**src/rtl/boot_select.sv**
```systemverilog
module boot_select #(
  parameter int          AW  = 14,
  parameter int          EW  = 16,
  parameter logic [11:0] REV = 12'h001
) (
  input  logic          clk,
  input  logic          rst_n,
  output logic          rd_req,
  output logic [EW-1:0] rd_addr,
  input  logic          rd_done,
  input  logic          rd_nak,
  input  logic [7:0]    rd_data,
  output logic          ram_we,
  output logic [AW-1:0] ram_addr,
  output logic [7:0]    ram_wdata,
  output logic [15:0]   vid,
  output logic [15:0]   pid,
  output logic [15:0]   did,
  output logic          boot_done,
  output logic          cpu_hold
);
  typedef enum logic [2:0] {SIG, IDS, LEN, ADR, DAT, FIN} st_t;

  st_t          st;
  logic         ph;
  logic [2:0]   n;
  logic [7:0]   hi;
  logic [14:0]  len;
  logic [39:0]  sh;
  logic [AW-1:0] tgt;

  wire        live = (st != FIN);
  wire        take = rd_done & ~rd_nak & live;
  wire [15:0] pair = {hi, rd_data};

  assign rd_req    = live;
  assign boot_done = ~live;
  assign cpu_hold  = live;
  assign ram_we    = take & (st == DAT);
  assign ram_addr  = tgt;
  assign ram_wdata = rd_data;

  always_ff @(posedge clk) begin
    if (!rst_n) begin
      st      <= SIG;
      ph      <= 1'b0;
      n       <= '0;
      hi      <= '0;
      len     <= '0;
      sh      <= '0;
      tgt     <= '0;
      rd_addr <= '0;
      vid     <= 16'h04B4;
      pid     <= 16'h8613;
      did     <= {4'hA, REV};
    end else if (rd_done && rd_nak && live) begin
      st <= FIN;
    end else if (take) begin
      rd_addr <= rd_addr + 1'b1;
      case (st)
        SIG: begin
          ph <= 1'b0;
          n  <= '0;
          if (rd_data == 8'hC0)      st <= IDS;
          else if (rd_data == 8'hC2) st <= LEN;
          else                       st <= FIN;
        end
        IDS: begin
          sh <= {rd_data, sh[39:8]};
          n  <= n + 1'b1;
          if (n == 3'd5) begin
            vid <= sh[15:0];
            pid <= sh[31:16];
            did <= {rd_data, sh[39:32]};
            st  <= FIN;
          end
        end
        LEN: begin
          ph <= ~ph;
          if (!ph) hi <= rd_data;
          else begin
            len <= pair[14:0];
            st  <= hi[7] ? FIN : ADR;
          end
        end
        ADR: begin
          ph <= ~ph;
          if (!ph) hi <= rd_data;
          else begin
            tgt <= pair[AW-1:0];
            st  <= (len == '0) ? LEN : DAT;
          end
        end
        DAT: begin
          tgt <= tgt + 1'b1;
          len <= len - 1'b1;
          if (len == 15'd1) st <= LEN;
        end
        default: st <= FIN;
      endcase
    end
  end
endmodule

```
**config.mk**
```make
export PLATFORM = sky130hd
export DESIGN_NAME = boot_select
export DESIGN_NICKNAME = d
export VERILOG_FILES = /design/src/rtl/boot_select.sv
export SDC_FILE = /design/constraint.sdc
export NUM_CORES = 1
export LEC_CHECK = 0
export ABC_AREA = 1
export BUFFER_PORTS_ARGS = -buffer_cell sky130_fd_sc_hd__buf_2
export CORE_UTILIZATION = 45
export CTS_CLUSTER_SIZE = 10
export DETAILED_ROUTE_END_ITERATION = 8
export PLACE_DENSITY = 0.74
export SLEW_MARGIN = 20
export SYNTH_ARGS = -nofsm -noshare
export SYNTH_HDL_FRONTEND = slang
export SYNTH_SLANG_ARGS = --single-unit
```
**constraint.sdc**
```tcl
create_clock -name clk -period 1.4 [get_ports clk]
set_clock_uncertainty 0.2 [all_clocks]
set_input_delay 0.21 -clock clk [delete_from_list [all_inputs] [get_ports clk]]
set_output_delay 0.21 -clock clk [all_outputs]
set_load 0.03 [all_outputs]
```
Word level (Yosys, flattened, before mapping)
Cells that the tools add are included.
W data, S select, Z words.
{"block": "totals", "output_inout_bits": 90, "in_bits": 12, "reg_bits": 148}
{"block": "classes", "reduce_logical": 21, "addsub": 4, "eq_ne": 17, "bitwise": 8, "mux": 17}
{"operator": "$mux W3", "n": 10}
{"operator": "$pmux W15 S2", "n": 1}
{"operator": "$pmux W14 S2", "n": 1}
{"operator": "$add A16 B1 Y16 const B", "n": 1}
{"operator": "$eq A8 B8 Y1 const B", "n": 2}
{"operator": "$reduce_and A4 Y1", "n": 4}
{"operator": "$eq A15 B1 Y1 const B", "n": 1}
{"operator": "$logic_not A15 Y1", "n": 1}
{"operator": "$mux W15", "n": 1}
{"operator": "$pmux W3 S5", "n": 1}
{"operator": "$sub A15 B1 Y15 const B", "n": 1}
{"operator": "$add A14 B1 Y14 const B", "n": 1}
{"operator": "$mux W14", "n": 1}
{"operator": "$ne A3 B3 Y1 const B", "n": 4}
{"operator": "$reduce_and A5 Y1", "n": 2}
{"operator": "$reduce_bool A2 Y1", "n": 5}
{"operator": "$reduce_and A3 Y1", "n": 3}
{"operator": "$eq A3 B2 Y1 const B", "n": 2}
{"operator": "$eq A3 B3 Y1 const B", "n": 2}
{"operator": "$ne A2 B2 Y1 const B", "n": 3}
{"operator": "$pmux W3 S2", "n": 1}
{"operator": "$not A1 Y1", "n": 5}
{"operator": "$reduce_or A2 Y1", "n": 2}
{"operator": "$add A3 B1 Y3 const B", "n": 1}
{"operator": "8 further kinds", "n": 11}

Depth between registers and ports, before layout
Gate-level depths: netlist (run 1).
{"block": "logic_depth", "ltp_word": 6, "mapped_depth": 11, "ltp_nobuf": 11}

Worst setup path after synthesis (run 1)
Ideal clock, no wire load.
{"block": "synth_path", "path_kind": "reg2reg", "start": "register tgt[0], in the netlist ram_addr[0]", "end": "register tgt[8], in the netlist ram_addr[8]", "path_stages_with_launch": 8, "arrival_time_ns": 1.566, "path_buffers": 0, "slack_ns": -0.435, "setup_ns": 0.070, "path_cell_list": "dfxtp_1 -> ha_1 -> nand2_1 -> nor3_2 -> inv_1 -> o21ai_0 -> nand3_1 -> a21oi_1"}
{"block": "synth_via", "elab_chain_cells": 2}
{"element": "start: declaration", "line_no": "30", "source": "logic [AW-1:0] tgt;"}
{"element": "start signal: assignment", "line_no": "90", "source": "tgt <= pair[AW-1:0];"}
{"element": "start signal: assignment", "line_no": "95", "source": "tgt <= tgt + 1'b1;"}
{"element": "$add A14 B1 Y14", "line_no": "95"}
{"element": "$pmux W14 S2", "line_no": "60", "source": "case (st)"}
No other way between the ends.
A chain may end at the register's enable or synchronous reset.

Worst setup path in the final report (run 1)
{"block": "layout_path", "start": "register st[2]", "end": "register pid[11]"}
{"block": "layout_via", "elab_chain_cells": 4, "word_cells_on_any_way": 6, "classes_between": "eq/ne: 2; bitwise: 2; reduce/logical: 2"}
{"element": "start: declaration", "line_no": "24", "source": "st_t st;"}
{"element": "start signal: assignment", "line_no": "83", "source": "st <= hi[7] ? FIN : ADR;"}
{"element": "start signal: assignment", "line_no": "91", "source": "st <= (len == '0) ? LEN : DAT;"}
{"element": "$ne A3 B3 Y1", "line_no": "32", "source": "wire live = (st != FIN);"}
{"element": "$logic_and A1 B1 Y1", "line_no": "56", "source": "end else if (rd_done && rd_nak && live) begin"}
{"element": "$not A1 Y1 (no source line)"}
{"element": "$reduce_and A4 Y1 (no source line) *"}
{"element": "end signal: assignment", "line_no": "73", "source": "pid <= sh[31:16];"}
{"element": "end: declaration", "line_no": "17", "source": "output logic [15:0] pid,"}
Every way passes the cells marked *; elsewhere a longest branch is shown, timed or not.

==> key figures, run 1 <==
Clocking
  – CTS H-Tree Depth: 4
  – Clock slew at reported path FFs: 0.07 ns
  – CTS tree: yes
  – Root buffer cell: clkbuf_16
  – CTS Buffer Depth: 2
  – Num CTS Buffers: 17
  – Clock sink count: 148
  – Clock Latency Late Sink: 0.43 ns

Outcome
  – Failing checks: negative setup slack
  – Status: complete, but fails checks

Final layout
  – Area occupied by registers: 0.00302 mm²
  – Fraction of layout cells with a size suffix above 1: 0.352
  – Fillers: 1091
  – Area of the multi-input gates: 0.00364 mm²
  – Post-Layout Inst Area: 0.00987 mm²
  – Final Net Count: 1194
  – Area growth syn-to-layout: 46.0%

Worst setup path
  – Crit. End Element: register
  – Critical path class: reg -> reg
  – Critical Path Stages: 9
  – Reg2reg setup slack: -0.37 ns
  – Reg2Reg Depth: 9
  – Worst path cell trace: inv_6, nand4_4, nor2_4, inv_4, nor2_8, buf_4, buf_12, o21ai_0, nor2_1
  – Startpoint types: register
  – Arrival time at the worst endpoint: 1.92 ns
  – Critical-path top delay cell: dfxtp_4
  – CP required: 1.55 ns
  – Crit-path max cell delay: 0.38 ns
  – Max FO, Critical Path: 15
  – Worst Path Buf+Inv: 4
  – Delay-heaviest family, CP: simple AND/OR/NAND/NOR gates

Yosys
  – Synthesized area: 0.00676 mm²
  – Synth Flop Type: dfxtp_1
  – Count leader, synth: nor2_1
  – Cell count after synthesis: 967
  – Largest area contributor in the netlist: dfxtp_1
  – Syn nets: 986
  – Unique masters post-synth: 39
  – Yosys warning total: 0
  – Post-synth top area share: 0.438
  – Synth top cells by count: nor2_1, nand2_1, dfxtp_1
  – Synth Register Bits: 148
  – Top post-synthesis cells by area: dfxtp_1, nor2_1, nand2_1
  – Async S/R FF share, synth: 0
  – Mean Syn Cell Area: 6.99 µm²
  – Sequential fraction of the synthesis area: 0.438
  – Number of synthesized flops with an enable pin: 0

Floorplanning
  – Die width: 125 µm
  – Die Area: 0.0155 mm²
  – Die Span Y: 125 µm
  – # rows: 44
  – IO Count: 102
  – Core area: 0.0146 mm²
  – Initial core utilization: 0.463

Pwr
  – Logic pwr share: 0.148
  – Leak: 4.57 nW
  – Int Pwr: 7.31 mW
  – Power share of the clock group: 0.433
  – Maximum VDD drop: 854 µV
  – Sw power: 3.12 mW
  – Pwr per Cell Area: 1060 mW/mm²
  – Seq pwr share: 0.419
  – Switching share of total power: 0.299
  – Overall Power: 10.4 mW

Timing
  – Relative slew slack: 0.726
  – Fmax: 564 MHz
  – Setup WS post-layout: -0.373 ns
  – Final setup vio count: 175
  – Max Slew Vio Count: 0
  – Final Cycle Share: 1.27
  – Tmin final: 1.77 ns
  – Worst-Margin Slew: 0.409 ns
  – Hold Slack: 0.0267 ns
  – Final hold vios: 0
  – RSZ-0062 raised after global routing: true
  – Setup TNS: -32.44 ns

Place
  – Dpl ws: -0.321 ns
  – GP Congestion: 0.904
  – Post-DP Area: 0.00830 mm²
  – PortBufs: 101
  – Hpwl dp: 12.7 mm

Drt
  – Vias post-DR: 7147
  – Vias per cell: 5.21
  – DRT antenna net count: 0
  – Post-route DRC: 0
  – Pre-Repair DR Iteration Count: 5
  – Routed wire length per instance: 15.1 µm
  – WL final: 20.7 mm
  – Initial DRC Count: 616

GRT
  – GRT overflow: 0
  – Total Routing Usage GR: 0.250
  – Initial antenna violation count: 0
  – First-pass GRT wire length: 31.3 mm
  – Largest net degree at the start of global routing: 43
  – Vias in the first global route: 6414

Worst hold path
  – Worst hold path type: in -> reg
  – Hold Path Depth: 4

Flow run
  – Max-cap viol count: 0
==> routing by layer <==
metal	up-vias	wire length (µm)	global-route usage
met3	51	1050	0.0528
met1	3334	9100	0.319
li1	3526	-	-
met4	0	539	0.0893
met2	236	9990	0.414
met5	-	0	0
==> layout make-up <==
cell class,count,share of cell area
diodes,1,0.000253
repair inverters,1,0.000634
inverters,87,0.0384
flip-flops and latches,148,0.306
clock buffers,17,0.0431
multi-input cells,682,0.369
repair buffers,238,0.203
clock inverters,15,0.0166
well taps,184,0.0233
==> cell usage in the layout, fill, tap and decap left out, drive strengths merged <==
cell,count
o22ai,1
nand3b,1
or2,1
o21a,1
nor3b,1
nand2,193
xnor2,2
a31oi,1
nand3,43
buf,226
diode,1
o21ai,109
clkinvlp,1
nand4,6
and3,1
xor2,10
dfxtp,148
a21oi,78
o31ai,1
o211ai,5
o21bai,2
nor3,16
inv,95
nor2,203
dlygate4sd3,9
clkbuf,20
ha,7
clkinv,7
==> timing repair <==
action	in CTS	in global routing
setup endpoints to repair	184	207
pin swaps	13	13
gates resized for setup	130	94
setup buffers	11	9
hold buffers	9	0
cloned	6	4
hold endpoints to repair	16	0
==> power by group through the flow <==
stage	Clock [mW]	Combinational, mW	Sequential (mW)
after CTS	4.54	1.44	4.36
after detailed placement	0	1.24	4.45
after global routing	4.73	1.67	4.38
after floorplan	0	0.743	4.49
after global placement	0	1.22	4.45
final	4.51	1.55	4.37
==> path summary, 6_finish.rpt <==
path / from / endpoint
setup / recovery: st[2]$_SDFFE_PN0P_ / pid[11]$_SDFFE_PN0P_
hold / removal: rd_data[4] / hi[4]$_SDFFE_PN0P_
setup reg to reg: st[2]$_SDFFE_PN0P_ / pid[11]$_SDFFE_PN0P_
hold reg to reg: rd_addr[8]$_SDFFE_PN0P_ / rd_addr[8]$_SDFFE_PN0P_
==> worst register-to-register path: cells and delay by family, from the launching register on <==
| kind | cells | cell delay [ns] |
|---|---|---|
| AND/OR/NAND/NOR | 4 | 0.57 |
| buffers and inverters | 4 | 0.45 |
| flip-flops | 1 | 0.38 |
| AO/OA/AOI/OAI | 1 | 0.10 |
==> logic make-up after synthesis <==
family / count (synthesis) / synth area share
simple gates: 463 / 0.282
compound gates: 198 / 0.156
flops: 148 / 0.438
buf+inv: 139 / 0.0955
xor+xnor: 12 / 0.0155
fa+ha+maj: 7 / 0.0130
==> registers in the layout, indices dropped and copies added (netlist names) <==
name / count
did: 16
hi: 8
len: 15
n: 3
ph: 1
pid: 16
ram_addr: 14
rd_addr: 16
sh: 40
st: 3
vid: 16
==> metrics by stage <==
step / std cells / utilization
detailed placement: 1307 / 0.569
finish: 1373 / 0.677
global route: 1372 / 0.677
floorplan: 967 / -
global placement: 1307 / 0.569
CTS: 1362 / 0.652
(Power assumes the default switching activity.)
==> inputs of run 2 (changes only) <==
--- a/config.mk
+++ b/config.mk
@@ -10,6 +10,7 @@
 export CORE_UTILIZATION = 45
 export CTS_CLUSTER_SIZE = 10
 export DETAILED_ROUTE_END_ITERATION = 8
+export HOLD_SLACK_MARGIN = 0.1
 export PLACE_DENSITY = 0.74
 export SLEW_MARGIN = 20
 export SYNTH_ARGS = -nofsm -noshare
==> run 2 against run 1 <==
  * The flow still finishes with violations (negative setup slack)
  * Register-to-register slack got worse by 0.02 ns
  * Clock power barely moved
  * Critical path depth unchanged
  * Sequential power hardly changed
  * Critical path type unchanged
==> key figures, run 2 (synthesized netlist as in run 1, its figures left out) <==
Final layout
  – Max reg flops: 40 (unchanged)
  – N_diodes: 0 (was 1)
  – Fillers: 1022 (was 1091)
  – Area of the multi-input gates: 0.00380 mm² (was 0.00364 mm²)
  – Final core utilization: 0.706 (was 0.677)
  – Cell Count, Final, Fillers Out: 1388 (was 1373)
  – Fraction of layout cells with a size suffix above 1: 0.385 (was 0.352)
  – Final Net Count: 1210 (was 1194)
  – Area growth syn-to-layout: 52.3% (was 46.0%)
  – Commonest non-fill, non-tap cell in the layout: nor2_1 (unchanged)
  – Area occupied by registers: 0.00302 mm² (unchanged)
  – Most frequent cells in the layout: nor2_1, nand2_1, dfxtp_1 (unchanged)
  – Reg with most FFs: sh (unchanged)

GRT
  – Largest net degree at the start of global routing: 43 (unchanged)
  – Initial antenna violation count: 0 (unchanged)
  – GRT overflow: 0 (unchanged)
  – Total Routing Usage GR: 0.250 (about the same)
  – Vias in the first global route: 6447 (was 6414)
  – First-pass GRT wire length: 31.4 mm (was 31.3 mm)

Floorplanning
  – Die Area: 0.0155 mm² (unchanged)
  – Initial core utilization: 0.463 (unchanged)
  – Die Span Y: 125 µm (unchanged)
  – IO Count: 102 (unchanged)
  – Core area: 0.0146 mm² (unchanged)
  – Die width: 125 µm (unchanged)
  – # rows: 44 (unchanged)

Place
  – Inst Count DP: 1307 (unchanged)
  – PortBufs: 101 (unchanged)
  – GP Congestion: 0.904 (unchanged)
  – Hpwl dp: 12.7 mm (unchanged)

Worst setup path
  – Critical-path top delay cell: dfxtp_4 (unchanged)
  – Arrival time at the worst endpoint: 1.95 ns (was 1.92 ns)
  – Critical path class: reg -> reg (unchanged)
  – Startpoint types: register (unchanged)
  – Max FO, Critical Path: 8 (was 15)
  – Worst path cell trace: inv_6, nand4_4, nor2_4, inv_4, nor2_8, buf_6, buf_12, o21ai_2, nor2_1 (was inv_6, nand4_4, nor2_4, inv_4, nor2_8, buf_4, buf_12, o21ai_0, nor2_1)
  – CP required: 1.56 ns (was 1.55 ns)
  – Reg2reg setup slack: -0.39 ns (was -0.37 ns)
  – Crit. End Element: register (unchanged)
  – Crit-path max cell delay: 0.38 ns (about the same)

Timing
  – Final Cycle Share: 1.28 (was 1.27)
  – Tmin final: 1.79 ns (was 1.77 ns)
  – Worst-Margin Slew: 0.377 ns (was 0.409 ns)
  – Final hold vios: 0 (unchanged)
  – RSZ-0062 raised after global routing: true (unchanged)
  – Relative slew slack: 0.748 (was 0.726)
  – Fmax: 557 MHz (was 564 MHz)
  – Setup TNS: -38.97 ns (was -32.44 ns)
  – Setup WS post-layout: -0.395 ns (was -0.373 ns)
  – Max Slew Vio Count: 0 (unchanged)
  – Final setup vio count: 177 (was 175)

Clocking
  – CTS tree: yes (unchanged)
  – Root buffer cell: clkbuf_16 (unchanged)
  – Clock Latency Late Sink: 0.43 ns (about the same)
  – CTS H-Tree Depth: 4 (unchanged)
  – CTS Buffer Depth: 2 (unchanged)
  – Num CTS Buffers: 17 (unchanged)
  – Clock slew at reported path FFs: 0.07 ns (about the same)
  – Clock sink count: 148 (unchanged)

Drt
  – Initial DRC Count: 603 (was 616)
  – Routed wire length per instance: 16.2 µm (was 15.1 µm)
  – WL final: 22.5 mm (was 20.7 mm)
  – DRT antenna net count: 0 (unchanged)
  – Vias post-DR: 7469 (was 7147)
  – Vias per cell: 5.38 (was 5.21)
  – Post-route DRC: 0 (unchanged)
  – Pre-Repair DR Iteration Count: 5 (unchanged)

Worst hold path
  – Worst hold path type: in -> reg (unchanged)

Pwr
  – Int Pwr: 7.37 mW (was 7.31 mW)
  – Pwr per Cell Area: 1020 mW/mm² (was 1060 mW/mm²)
  – Logic pwr share: 0.155 (was 0.148)
  – Leak: 4.73 nW (was 4.57 nW)
  – Seq pwr share: 0.416 (was 0.419)
  – Sw power: 3.16 mW (was 3.12 mW)
  – Power share of the clock group: 0.430 (was 0.433)
  – Maximum VDD drop: 834 µV (was 854 µV)
  – Switching share of total power: 0.300 (was 0.299)

Flow run
  – Max-cap viol count: 0 (unchanged)

Outcome
  – Status: complete, but fails checks (unchanged)
  – Failing checks: negative setup slack (unchanged)
run 2: repair_timing:
action,CTS,global route
endpoints found under the setup margin,184,207
resized for setup,130,147
endpoints found under the hold margin,55,0
pin swaps,13,27
hold buffers,16,0
cloned,6,8
buffers inserted,11,16
run 2: power groups by stage:
| stage | Combinational, mW | Clock [mW] | Sequential [mW] |
|---|---|---|---|
| after floorplan | 0.743 | 0 | 4.49 |
| after global placement | 1.22 | 0 | 4.45 |
| after detailed placement | 1.24 | 0 | 4.45 |
| after CTS | 1.45 | 4.54 | 4.36 |
| after global routing | 1.74 | 4.74 | 4.39 |
| final | 1.63 | 4.52 | 4.38 |
run 2: final cells by class:
class / count / area share
inverters: 87 / 0.0363
clock inverters: 15 / 0.0159
clock buffers: 17 / 0.0413
repair inverters: 1 / 0.000607
well taps: 184 / 0.0224
multi-input cells: 682 / 0.369
repair buffers: 254 / 0.221
flip-flops and latches: 148 / 0.293
run 2: path summary, 6_finish.rpt:
path	depth (start not counted)	to	startpoint
max	9	pid[11]$_SDFFE_PN0P_	st[2]$_SDFFE_PN0P_
min	5	ram_addr[3]$_SDFFE_PN0P_	rd_data[3]
max reg2reg	9	pid[11]$_SDFFE_PN0P_	st[2]$_SDFFE_PN0P_
min reg2reg	2	rd_addr[8]$_SDFFE_PN0P_	rd_addr[8]$_SDFFE_PN0P_
run 2: critical path: cells and delay by family, from the launching register on:
kind	cells	cell delay (ns)
and+or+nand+nor	4	0.63
buffers and inverters	4	0.45
AOI/OAI and AO/OA	1	0.06
DFF	1	0.38
run 2: routing by layer:
layer	wire length [µm]	track usage
met2	11200	0.410
met4	657	0.0921
met5	0	0
met1	9200	0.321
met3	1470	0.0563
run 2: metrics by stage:
stage / power (mW) / cell area [µm²] / worst slack (ns) / hold slack [ns]
finish: 10.5 / 10300 / -0.395 / 0.118
global route: 10.9 / 10300 / -0.441 / 0.143
CTS: 10.3 / 9590 / -0.358 / 0.108
detailed placement: 5.69 / 8300 / -0.321 / 0.244
global placement: 5.68 / 8300 / -0.286 / 0.239
floorplan: 5.23 / 7000 / -0.152 / 0.145
==> inputs of run 3 (changes only) <==
--- a/config.mk
+++ b/config.mk
@@ -7,11 +7,13 @@
 export LEC_CHECK = 0
 export ABC_AREA = 1
 export BUFFER_PORTS_ARGS = -buffer_cell sky130_fd_sc_hd__buf_2
-export CORE_UTILIZATION = 45
+export CELL_PAD_IN_SITES_DETAIL_PLACEMENT = 0
+export CELL_PAD_IN_SITES_GLOBAL_PLACEMENT = 1
+export CORE_UTILIZATION = 37
 export CTS_CLUSTER_SIZE = 10
 export DETAILED_ROUTE_END_ITERATION = 8
 export HOLD_SLACK_MARGIN = 0.1
-export PLACE_DENSITY = 0.74
+export PLACE_DENSITY = 0.82
 export SLEW_MARGIN = 20
 export SYNTH_ARGS = -nofsm -noshare
 export SYNTH_HDL_FRONTEND = slang
==> run 3 against run 2 <==
  * The flow still finishes with violations (negative setup slack)
  * Sequential cell count unchanged
  * Cell area increased by 5.3%
  * Total power rose by 2.4%
  * Worst hold slack worse by 0.057 ns
  * Die area rose by 21%
  * Clock-buffer cell count is 1 higher
  * Via count shrank 2.4%
  * Sequential share of layout area shrank 1.3 points
  * Combinational power increased by 6%
  * Critical endpoint is now ram_we
==> key figures, run 3 (synthesized netlist as in run 1, its figures left out) <==
Drt
  – Post-route DRC: 0 (unchanged)
  – Vias per cell: 4.97 (was 5.38)
  – Routed wire length per instance: 15.1 µm (was 16.2 µm)
  – Pre-Repair DR Iteration Count: 5 (unchanged)
  – Initial DRC Count: 338 (was 603)
  – Vias post-DR: 7288 (was 7469)
  – WL final: 22.1 mm (was 22.5 mm)
  – DRT antenna net count: 0 (unchanged)

Clocking
  – Clock slew at reported path FFs: 0.06 ns (was 0.07 ns)
  – Root buffer cell: clkbuf_16 (unchanged)
  – Num CTS Buffers: 17 (unchanged)
  – CTS tree: yes (unchanged)
  – CTS Buffer Depth: 2 (unchanged)
  – CTS H-Tree Depth: 4 (unchanged)
  – Clock Latency Late Sink: 0.43 ns (about the same)
  – Clock sink count: 148 (unchanged)

Worst hold path
  – Worst hold path type: in -> reg (unchanged)

Outcome
  – Failing checks: negative setup slack (unchanged)
  – Status: complete, but fails checks (unchanged)

Final layout
  – Most frequent cells in the layout: nand2_1, nor2_1, buf_4 (was nor2_1, nand2_1, dfxtp_1)
  – Fraction of layout cells with a size suffix above 1: 0.364 (was 0.385)
  – Reg with most FFs: sh (unchanged)
  – Max reg flops: 40 (unchanged)
  – Area growth syn-to-layout: 60.3% (was 52.3%)
  – Final Net Count: 1242 (was 1210)
  – Commonest non-fill, non-tap cell in the layout: nand2_1 (was nor2_1)
  – N_diodes: 0 (unchanged)

Worst setup path
  – CP required: 0.99 ns (was 1.56 ns)
  – Critical path class: reg -> out (was reg -> reg)
  – Max FO, Critical Path: 3 (was 8)
  – Arrival time at the worst endpoint: 1.34 ns (was 1.95 ns)
  – Crit. End Element: output port (was register)
  – Startpoint types: register (unchanged)

GRT
  – Largest net degree at the start of global routing: 31 (was 43)
  – Total Routing Usage GR: 0.239 (was 0.250)
  – Vias in the first global route: 6725 (was 6447)
  – GRT overflow: 0 (unchanged)
  – Initial antenna violation count: 0 (unchanged)
  – First-pass GRT wire length: 34.4 mm (was 31.4 mm)

Pwr
  – Pwr per Cell Area: 995 mW/mm² (was 1020 mW/mm²)
  – Leak: 4.88 nW (was 4.73 nW)
  – Maximum VDD drop: 946 µV (was 834 µV)

Place
  – GP Congestion: 0.841 (was 0.904)
  – PortBufs: 101 (unchanged)
  – Dpl ws: -0.345 ns (was -0.321 ns)
  – Hpwl dp: 13.1 mm (was 12.7 mm)

Timing
  – Fmax: 570 MHz (was 557 MHz)
  – Relative slew slack: 0.469 (was 0.748)
  – Hold Slack: 0.0609 ns (was 0.118 ns)
  – Final hold vios: 0 (unchanged)
  – Setup WS post-layout: -0.353 ns (was -0.395 ns)
  – Final setup vio count: 159 (was 177)
  – Tmin final: 1.75 ns (was 1.79 ns)
  – Max Slew Vio Count: 0 (unchanged)
  – RSZ-0062 raised after global routing: true (unchanged)
  – Worst-Margin Slew: 0.797 ns (was 0.377 ns)
  – Final Cycle Share: 1.25 (was 1.28)

Floorplanning
  – Die width: 137 µm (was 125 µm)
  – # rows: 49 (was 44)
  – IO Count: 102 (unchanged)
  – Initial core utilization: 0.376 (was 0.463)
  – Die Span Y: 137 µm (was 125 µm)
  – Die Area: 0.0188 mm² (was 0.0155 mm²)
  – Core area: 0.0180 mm² (was 0.0146 mm²)

Flow run
  – Max-cap viol count: 0 (unchanged)
==> run 3: changes by cell type in the layout (fill, tap and decap cells not counted), moves of 11 or more <==
cell / before / now
buf_2: 81 / 23
buf_4: 88 / 135
nand2_4: 16 / 4
dlygate4sd3_1: 15 / 30
o21ai_2: 31 / 18
clkbuf_4: 0 / 12
nand2_1: 158 / 174
o21ai_1: 41 / 52
==> run 3: stage by stage <==
step           cells  power [mW]  utilization  area [µm²]  setup TNS (ns)
2_1_floorplan    967        5.23            -        7000          -10.82
3_3_place_gp    1356        5.72        0.466        8380          -25.83
3_5_place_dp    1356        5.72        0.466        8380          -28.73
4_1_cts         1454        10.7        0.571       10300          -32.27
5_1_grt         1465        11.2        0.604       10800          -43.60
6_report        1465        10.8        0.604       10800          -32.24
==> run 3: final cells by class <==
cell class | count | area [µm²]
Clock inverter | 14 | 168
Timing Repair inverter | 3 | 43.8
Multi-Input combinational cell | 682 | 3700
Timing Repair Buffer | 284 | 2800
Inverter | 87 | 378
Sequential cell | 148 | 3040
Tap cell | 229 | 287
Fill cell | 1603 | 7120
Clock buffer | 18 | 429
==> run 3: critical path, cell delays in order (launching register included) <==
cell,delay (ns)
dfxtp_4,0.38
inv_4,0.06
nand3_4,0.09
nand2_8,0.06
buf_8,0.12
nor2_4,0.08
buf_6,0.13
==> run 3: timing repair <==
action	CTS	global route
gates cloned	14	2
hold endpoints to repair	34	3
hold buffers	30	3
endpoints found under the setup margin	182	225
resized for setup	159	210
pin swaps	23	35
setup buffers	23	12
==> run 3: power by group <==
| part | internal (mW) | leakage [nW] | total, mW | switching (mW) |
|---|---|---|---|---|
| Sequential | 4.28 | 1.22 | 4.37 | 0.0881 |
| Clock | 2.69 | 0.292 | 4.70 | 2.01 |
| Combinational | 0.779 | 3.37 | 1.72 | 0.938 |
| Total | 7.75 | 4.88 | 10.8 | 3.03 |
==> run 3: path summary, 6_finish.rpt <==
| check | start | endpoint | slack, ns | cells past startpoint |
|---|---|---|---|---|
| min reg2reg | pid[0]$_SDFFE_PN1P_ | pid[0]$_SDFFE_PN1P_ | 0.26 | 2 |
| min | rd_data[6] | len[6]$_SDFFE_PN0P_ | 0.06 | 4 |
| max | st[1]$_SDFFE_PP0P_ | ram_we | -0.35 | 6 |
| max reg2reg | st[0]$_SDFFE_PN0P_ | pid[7]$_SDFFE_PN0P_ | -0.33 | 10 |
==> run 3: routing by layer <==
metal / share of wire / global-route usage / up-vias / wire [µm]
met4: 0.022 / 0.0836 / 0 / 479
met2: 0.49 / 0.404 / 193 / 10800
li1: - / - / 3629 / -
met3: 0.042 / 0.0445 / 29 / 939
met1: 0.45 / 0.303 / 3437 / 9900
met5: 0 / 0 / - / 0
